File: config.mk
export PLATFORM = sky130hd
export DESIGN_NAME = pport_modectl
export DESIGN_NICKNAME = d
export VERILOG_FILES = /design/src/rtl/pport_pkg.sv /design/src/rtl/pport_edge_sync.sv /design/src/rtl/pport_mode.sv /design/src/rtl/pport_irq.sv /design/src/rtl/pport_modectl.sv
export SDC_FILE = /design/constraint.sdc
export NUM_CORES = 1
export LEC_CHECK = 0
export CAP_MARGIN = 30
export CORE_MARGIN = 10
export CORE_UTILIZATION = 40
export DETAILED_ROUTE_END_ITERATION = 10
export PLACE_DENSITY_LB_ADDON = 0.25
export SLEW_MARGIN = 20
export SYNTH_ARGS = -nofsm -noshare
export SYNTH_HDL_FRONTEND = slang
export SYNTH_HIERARCHICAL = 1
export SYNTH_SLANG_ARGS = --single-unit
File: constraint.sdc
create_clock -name clk -period 2.6 [get_ports clk]
set_clock_uncertainty 0.05 [all_clocks]
set_input_delay 0.39 -clock clk [delete_from_list [all_inputs] [get_ports clk]]
set_output_delay 0.39 -clock clk [all_outputs]
set_load 0.05 [all_outputs]
File: src/rtl/pport_pkg.sv
package pport_pkg;
  localparam int REG_W = 8;

  typedef enum logic [1:0] {
    RA_DATA = 2'd0,
    RA_STAT = 2'd1,
    RA_CTRL = 2'd2,
    RA_XCFG = 2'd3
  } reg_addr_e;

  // one-hot mode indices
  localparam int MODE_N  = 4;
  localparam int MI_STD  = 0;
  localparam int MI_EPP  = 1;
  localparam int MI_ECP  = 2;
  localparam int MI_MBX  = 3;

  // extended configuration bit positions
  localparam int XB_KEY  = 7;
  localparam int XB_MBX  = 6;
  localparam int XB_EINT = 4;
  localparam int XB_EADR = 3;
  localparam int XB_EPP  = 2;
  localparam int XB_EDIR = 1;
  localparam int XB_ECP  = 0;
  localparam int XFLD_W  = 4;

  // control bit positions
  localparam int CB_DIR  = 5;
  localparam int CB_SLIN = 4;
  localparam int CB_INIT = 3;
  localparam int CB_AFD  = 2;
  localparam int CB_STB  = 1;
  localparam int CB_IEN  = 0;
  localparam int CTL_W   = 6;

  // synchronized pin vector indices
  localparam int PIN_N   = 6;
  localparam int PI_BUSY = 0;
  localparam int PI_ACK  = 1;
  localparam int PI_PE   = 2;
  localparam int PI_SLCT = 3;
  localparam int PI_ERR  = 4;
  localparam int PI_MINT = 5;
endpackage

File: src/rtl/pport_edge_sync.sv
module pport_edge_sync #(
  parameter int W      = 6,
  parameter int STAGES = 2,
  parameter logic [W-1:0] IDLE = '1
) (
  input  logic         clk,
  input  logic         rst_n,
  input  logic [W-1:0] din,
  output logic [W-1:0] q,
  output logic [W-1:0] rise,
  output logic [W-1:0] fall
);
  logic [W-1:0] stg [STAGES];
  logic [W-1:0] prev_q;

  for (genvar g = 0; g < STAGES; g++) begin : g_stage
    if (g == 0) begin : g_first
      always_ff @(posedge clk or negedge rst_n) begin
        if (!rst_n) stg[g] <= IDLE;
        else        stg[g] <= din;
      end
    end else begin : g_next
      always_ff @(posedge clk or negedge rst_n) begin
        if (!rst_n) stg[g] <= IDLE;
        else        stg[g] <= stg[g-1];
      end
    end
  end

  always_ff @(posedge clk or negedge rst_n) begin
    if (!rst_n) prev_q <= IDLE;
    else        prev_q <= stg[STAGES-1];
  end

  assign q    = stg[STAGES-1];
  assign rise = stg[STAGES-1] & ~prev_q;
  assign fall = ~stg[STAGES-1] & prev_q;
endmodule

File: src/rtl/pport_mode.sv
module pport_mode
  import pport_pkg::*;
(
  input  logic              clk,
  input  logic              rst_n,
  input  logic              io_en,
  input  logic              wr_en,
  input  logic              wkey,
  input  logic              wmbx,
  input  logic [XFLD_W-1:0] wfield,
  output logic              mbx_q,
  output logic [XFLD_W-1:0] fld_q,
  output logic [MODE_N-1:0] mode_oh
);
  always_ff @(posedge clk or negedge rst_n) begin
    if (!rst_n) begin
      mbx_q <= 1'b0;
      fld_q <= '0;
    end else begin
      if (!io_en)
        mbx_q <= 1'b0;
      else if (wr_en && wkey && !mbx_q)
        mbx_q <= wmbx;
      if (wr_en)
        fld_q <= wfield;
    end
  end

  always_comb begin
    mode_oh = '0;
    if (mbx_q)               mode_oh[MI_MBX] = 1'b1;
    else if (fld_q[XB_ECP])  mode_oh[MI_ECP] = 1'b1;
    else if (fld_q[XB_EPP])  mode_oh[MI_EPP] = 1'b1;
    else                     mode_oh[MI_STD] = 1'b1;
  end
endmodule

File: src/rtl/pport_irq.sv
module pport_irq
  import pport_pkg::*;
(
  input  logic              clk,
  input  logic              rst_n,
  input  logic [MODE_N-1:0] mode_oh,
  input  logic              ack_rise,
  input  logic              err_fall,
  input  logic              mint_rise,
  input  logic              rd_stat,
  input  logic              rd_xcfg,
  input  logic              inten,
  output logic              intflag_n,
  output logic              ecp_flag,
  output logic              irq_n
);
  logic hit_n;
  logic pend;

  assign hit_n = ((mode_oh[MI_STD] | mode_oh[MI_EPP]) & ack_rise) |
                 (mode_oh[MI_MBX] & mint_rise);

  always_ff @(posedge clk or negedge rst_n) begin
    if (!rst_n) begin
      intflag_n <= 1'b1;
      ecp_flag  <= 1'b0;
      irq_n     <= 1'b1;
    end else begin
      if (hit_n)        intflag_n <= 1'b0;
      else if (rd_stat) intflag_n <= 1'b1;
      if (mode_oh[MI_ECP] && err_fall) ecp_flag <= 1'b1;
      else if (rd_xcfg)                ecp_flag <= 1'b0;
      irq_n <= ~(inten & pend);
    end
  end

  assign pend = mode_oh[MI_ECP] ? ecp_flag : ~intflag_n;
endmodule

File: src/rtl/pport_modectl.sv
module pport_modectl
  import pport_pkg::*;
#(
  parameter int SYNC_STAGES = 2
) (
  input  logic             clk,
  input  logic             rst_n,
  input  logic             io_en,
  input  logic [1:0]       bus_addr,
  input  logic             bus_wr,
  input  logic             bus_rd,
  input  logic [REG_W-1:0] bus_wdata,
  output logic [REG_W-1:0] bus_rdata,
  input  logic [REG_W-1:0] pd_in,
  output logic [REG_W-1:0] pd_out,
  output logic             pd_oe,
  input  logic             busy_i,
  input  logic             ack_i,
  input  logic             pe_i,
  input  logic             slct_i,
  input  logic             err_i,
  input  logic             mbx_intr_i,
  input  logic             buf_load,
  input  logic [REG_W-1:0] buf_data,
  output logic             strobe_n,
  output logic             autofd_n,
  output logic             init_n,
  output logic             selin_n,
  output logic             epp_addr_sel,
  output logic             ecp_reverse,
  output logic [MODE_N-1:0] mode_oh,
  output logic             irq_n
);
  localparam logic [CTL_W-1:0] CTL_RST  = '0;
  localparam logic [REG_W-1:0] DBUF_RST = '1;

  reg_addr_e          ra;
  logic               wr_data, wr_ctrl, wr_xcfg, rd_stat, rd_xcfg;
  logic [REG_W-1:0]   dout_q, dbuf_q;
  logic [CTL_W-1:0]   ctl_q;
  logic [PIN_N-1:0]   pin_raw, pin_s, pin_r, pin_f;
  logic               mbx_q;
  logic [XFLD_W-1:0]  fld_q;
  logic               intflag_n, ecp_flag;

  assign ra      = reg_addr_e'(bus_addr);
  assign wr_data = bus_wr && (ra == RA_DATA);
  assign wr_ctrl = bus_wr && (ra == RA_CTRL);
  assign wr_xcfg = bus_wr && (ra == RA_XCFG);
  assign rd_stat = bus_rd && (ra == RA_STAT);
  assign rd_xcfg = bus_rd && (ra == RA_XCFG);

  assign pin_raw[PI_BUSY] = busy_i;
  assign pin_raw[PI_ACK]  = ack_i;
  assign pin_raw[PI_PE]   = pe_i;
  assign pin_raw[PI_SLCT] = slct_i;
  assign pin_raw[PI_ERR]  = err_i;
  assign pin_raw[PI_MINT] = mbx_intr_i;

  pport_edge_sync #(.W(PIN_N), .STAGES(SYNC_STAGES), .IDLE('1)) u_sync (
    .clk  (clk),
    .rst_n(rst_n),
    .din  (pin_raw),
    .q    (pin_s),
    .rise (pin_r),
    .fall (pin_f)
  );

  pport_mode u_mode (
    .clk    (clk),
    .rst_n  (rst_n),
    .io_en  (io_en),
    .wr_en  (wr_xcfg),
    .wkey   (bus_wdata[XB_KEY]),
    .wmbx   (bus_wdata[XB_MBX]),
    .wfield (bus_wdata[XFLD_W-1:0]),
    .mbx_q  (mbx_q),
    .fld_q  (fld_q),
    .mode_oh(mode_oh)
  );

  pport_irq u_irq (
    .clk      (clk),
    .rst_n    (rst_n),
    .mode_oh  (mode_oh),
    .ack_rise (pin_r[PI_ACK]),
    .err_fall (pin_f[PI_ERR]),
    .mint_rise(pin_r[PI_MINT]),
    .rd_stat  (rd_stat),
    .rd_xcfg  (rd_xcfg),
    .inten    (ctl_q[CB_IEN]),
    .intflag_n(intflag_n),
    .ecp_flag (ecp_flag),
    .irq_n    (irq_n)
  );

  always_ff @(posedge clk or negedge rst_n) begin
    if (!rst_n) begin
      dout_q <= '0;
      ctl_q  <= CTL_RST;
      dbuf_q <= DBUF_RST;
    end else begin
      if (wr_data)  dout_q <= bus_wdata;
      if (wr_ctrl)  ctl_q  <= bus_wdata[CTL_W-1:0];
      if (buf_load) dbuf_q <= buf_data;
    end
  end

  assign pd_out       = dout_q;
  assign pd_oe        = ~ctl_q[CB_DIR];
  assign selin_n      = ~ctl_q[CB_SLIN];
  assign init_n       =  ctl_q[CB_INIT];
  assign autofd_n     = ~ctl_q[CB_AFD];
  assign strobe_n     = ~ctl_q[CB_STB];
  assign epp_addr_sel = fld_q[XB_EADR];
  assign ecp_reverse  = fld_q[XB_EDIR];

  always_comb begin
    bus_rdata = '0;
    unique case (ra)
      RA_DATA: bus_rdata = mode_oh[MI_STD] ? pd_in : dbuf_q;
      RA_STAT: bus_rdata = {~pin_s[PI_BUSY], pin_s[PI_ACK], pin_s[PI_PE],
                            pin_s[PI_SLCT], pin_s[PI_ERR], 2'b11, intflag_n};
      RA_CTRL: bus_rdata = {2'b11, ctl_q};
      RA_XCFG: bus_rdata = {1'b0, mbx_q, 1'b0, ecp_flag, fld_q};
      default: bus_rdata = '0;
    endcase
  end
endmodule

==> results.toml <==
[sta]
finalSetupTns_ps = 0
slew_viol_final = 0
worstMarginPinSlew_ps = 530
rsz0062_at_grt = "false"
hold_violations = 0
finalSetupViolCount = 0
fin_crit_sh = 0.960
slew_headroom = 0.646
finalCriticalPeriod_ps = 2500
fin_ws_ps = 105
max_freq_mhz = 401

[worst_setup_path]
critPathLaunchType = "flop"
arrival_ps = 2060
crit_fanout = 3
worstSetupPathType = "reg -> out"
worstSetupEndpointType = "primary output"
cp.required_ps = 2160

[floorplan]
start_util = 0.414
rows = 25
die_x_um = 90.1
dieHeight_um = 90.1
core_mm2 = 0.00475
io_pins = 66
dieArea_mm2 = 0.00813

[pwr]
max-vdd-ir-drop_mv = 0.515
power.density_mw_per_mm2 = 736
power_leakage_nw = 1.17

[detailed_routing]
wl_per_cell_um = 17.0
drt_first_pass_iters = 4
routed_wirelength_um = 4600
ant_nets = 0
vias = 1286
drtIter0Drc = 43
drc_errors = 0
avgViaCountPerCell = 4.75

[clock_tree]
cts_buffers = 5
cts.repair.resized = 0
clock_path_buffers = 2
clock_latency_ps = 290
cts_tree = "built"
clockRootBuffer = "clkbuf_8"
cts_max_level = 2
clkTransAtPathRegs_ps = 90
cts_sinks = 45

[cells_and_area]
final_cells = 271
finalInstanceArea_mm2 = 0.00283
drive_gt1_frac = 0.436
syn_to_final_growth_pct = 43.9
nets = 241
diodes = 0
final_util = 0.596

[yosys]
synth.avg_cell_area_um2 = 14.5
synth_nets = 174
ys_warn_count = 6
syn_inst = 136
synth_area_mm2 = 0.00197

[placed_design]
gp_congestion = 0.782
dpl.hpwl_um = 3620
io_buffer_count = 65
dp.cells = 260
post-place-ws_ps = 355
post_dp_cell_area_mm2 = 0.00270

[global_routing]
grt_usage = 0.119
grt_pass1_vias = 1443
met2_usage = 0.203
grt_pass1_wl_um = 7720
gr-total-overflow = 0
grt_start_max_net_pins = 46
met1_usage = 0.134
antenna_found_initial = 0
grtUsageMet3 = 0.0482
busiest_layer = "met2"

[run_status]
outcome = "completed"

[min_path]
hp-class = "reg -> reg"

[job]
drv_cap = 0
[placed cells by master (no fill, tap or decap), drive strengths merged]
master and count:
a21oi 3, a22oi 1, a31oi 1, and2 1
and2b 3, and3 2, and3b 1, buf 16
clkbuf 6, clkdlybuf4s50 55, clkinv 2, dfrtp 20
dfstp 25, dlygate4sd3 1, inv 5, mux2 30
mux2i 6, mux4 3, nand2 2, nand3b 2
nor2 4, nor2b 4, nor3 1, nor3b 2
o211a 1, o21a 3, o21ai 4
[critical path: stages (launching register included)]
cell and delay (ps):
dfrtp_1 440, nor3_4 210, buf_4 160, mux2_4 300
mux4_2 450, buf_4 200
[state kept, by name, indices dropped and copies added (netlist names)]
signal / count
u_irq/ecp_flag: 1
u_mode/mbx_q: 1
ctl_q: 6
u_sync/stg: 6
u_irq/intflag_n: 1
u_irq/irq_n: 1
u_sync/q: 6
pd_out: 8
u_sync/prev_q: 3
u_mode/fld_q: 4
dbuf_q: 8
[per-stage QoR]
stage	hold slack (ps)	power, mW
finish	309	2.09
global placement	297	1.64
floorplan	44.4	1.36
CTS	221	2.11
global route	314	2.19
detailed placement	297	1.66
[cell type report]
class	instances	area, um^2
Timing Repair Buffer	72	753
Fill cell	388	1920
Sequential cell	45	1160
Multi-Input combinational cell	74	723
Clock buffer	6	82.6
Tap cell	67	83.8
Inverter	5	18.8
Clock inverter	2	13.8
[metal layers]
metal,wire [um],vias up
li1,-,606
met1,1830,634
met2,2400,40
met3,309,6
met4,57,0
met5,0,-
[power by group]
group	switching, mW	total, mW	internal, mW
clock network	0.228	0.444	0.215
logic	0.434	0.768	0.334
registers	0.0602	0.874	0.814
[final timing paths]
path,from,endpoint,slack (ps),depth (start not counted)
setup / recovery,u_mode/mbx_q,bus_rdata[0],100,5
hold / removal,u_sync/stg[7],u_sync/q[1],310,0
setup reg to reg,u_mode/mbx_q,u_irq/irq_n,1370,4
hold reg to reg,u_sync/stg[7],u_sync/q[1],310,0
max in group asynchronous,rst_n,u_sync/q[3],1480,3
min in group asynchronous,rst_n,pd_out[5],480,2
[timing repair]
action / 4_1_cts / 5_1_grt
hold endpoints to repair: 0 / 1
hold buffers: 0 / 1
buffers inserted: 0 / 1
setup endpoints to repair: 0 / 1
(Power assumes the default switching activity.)
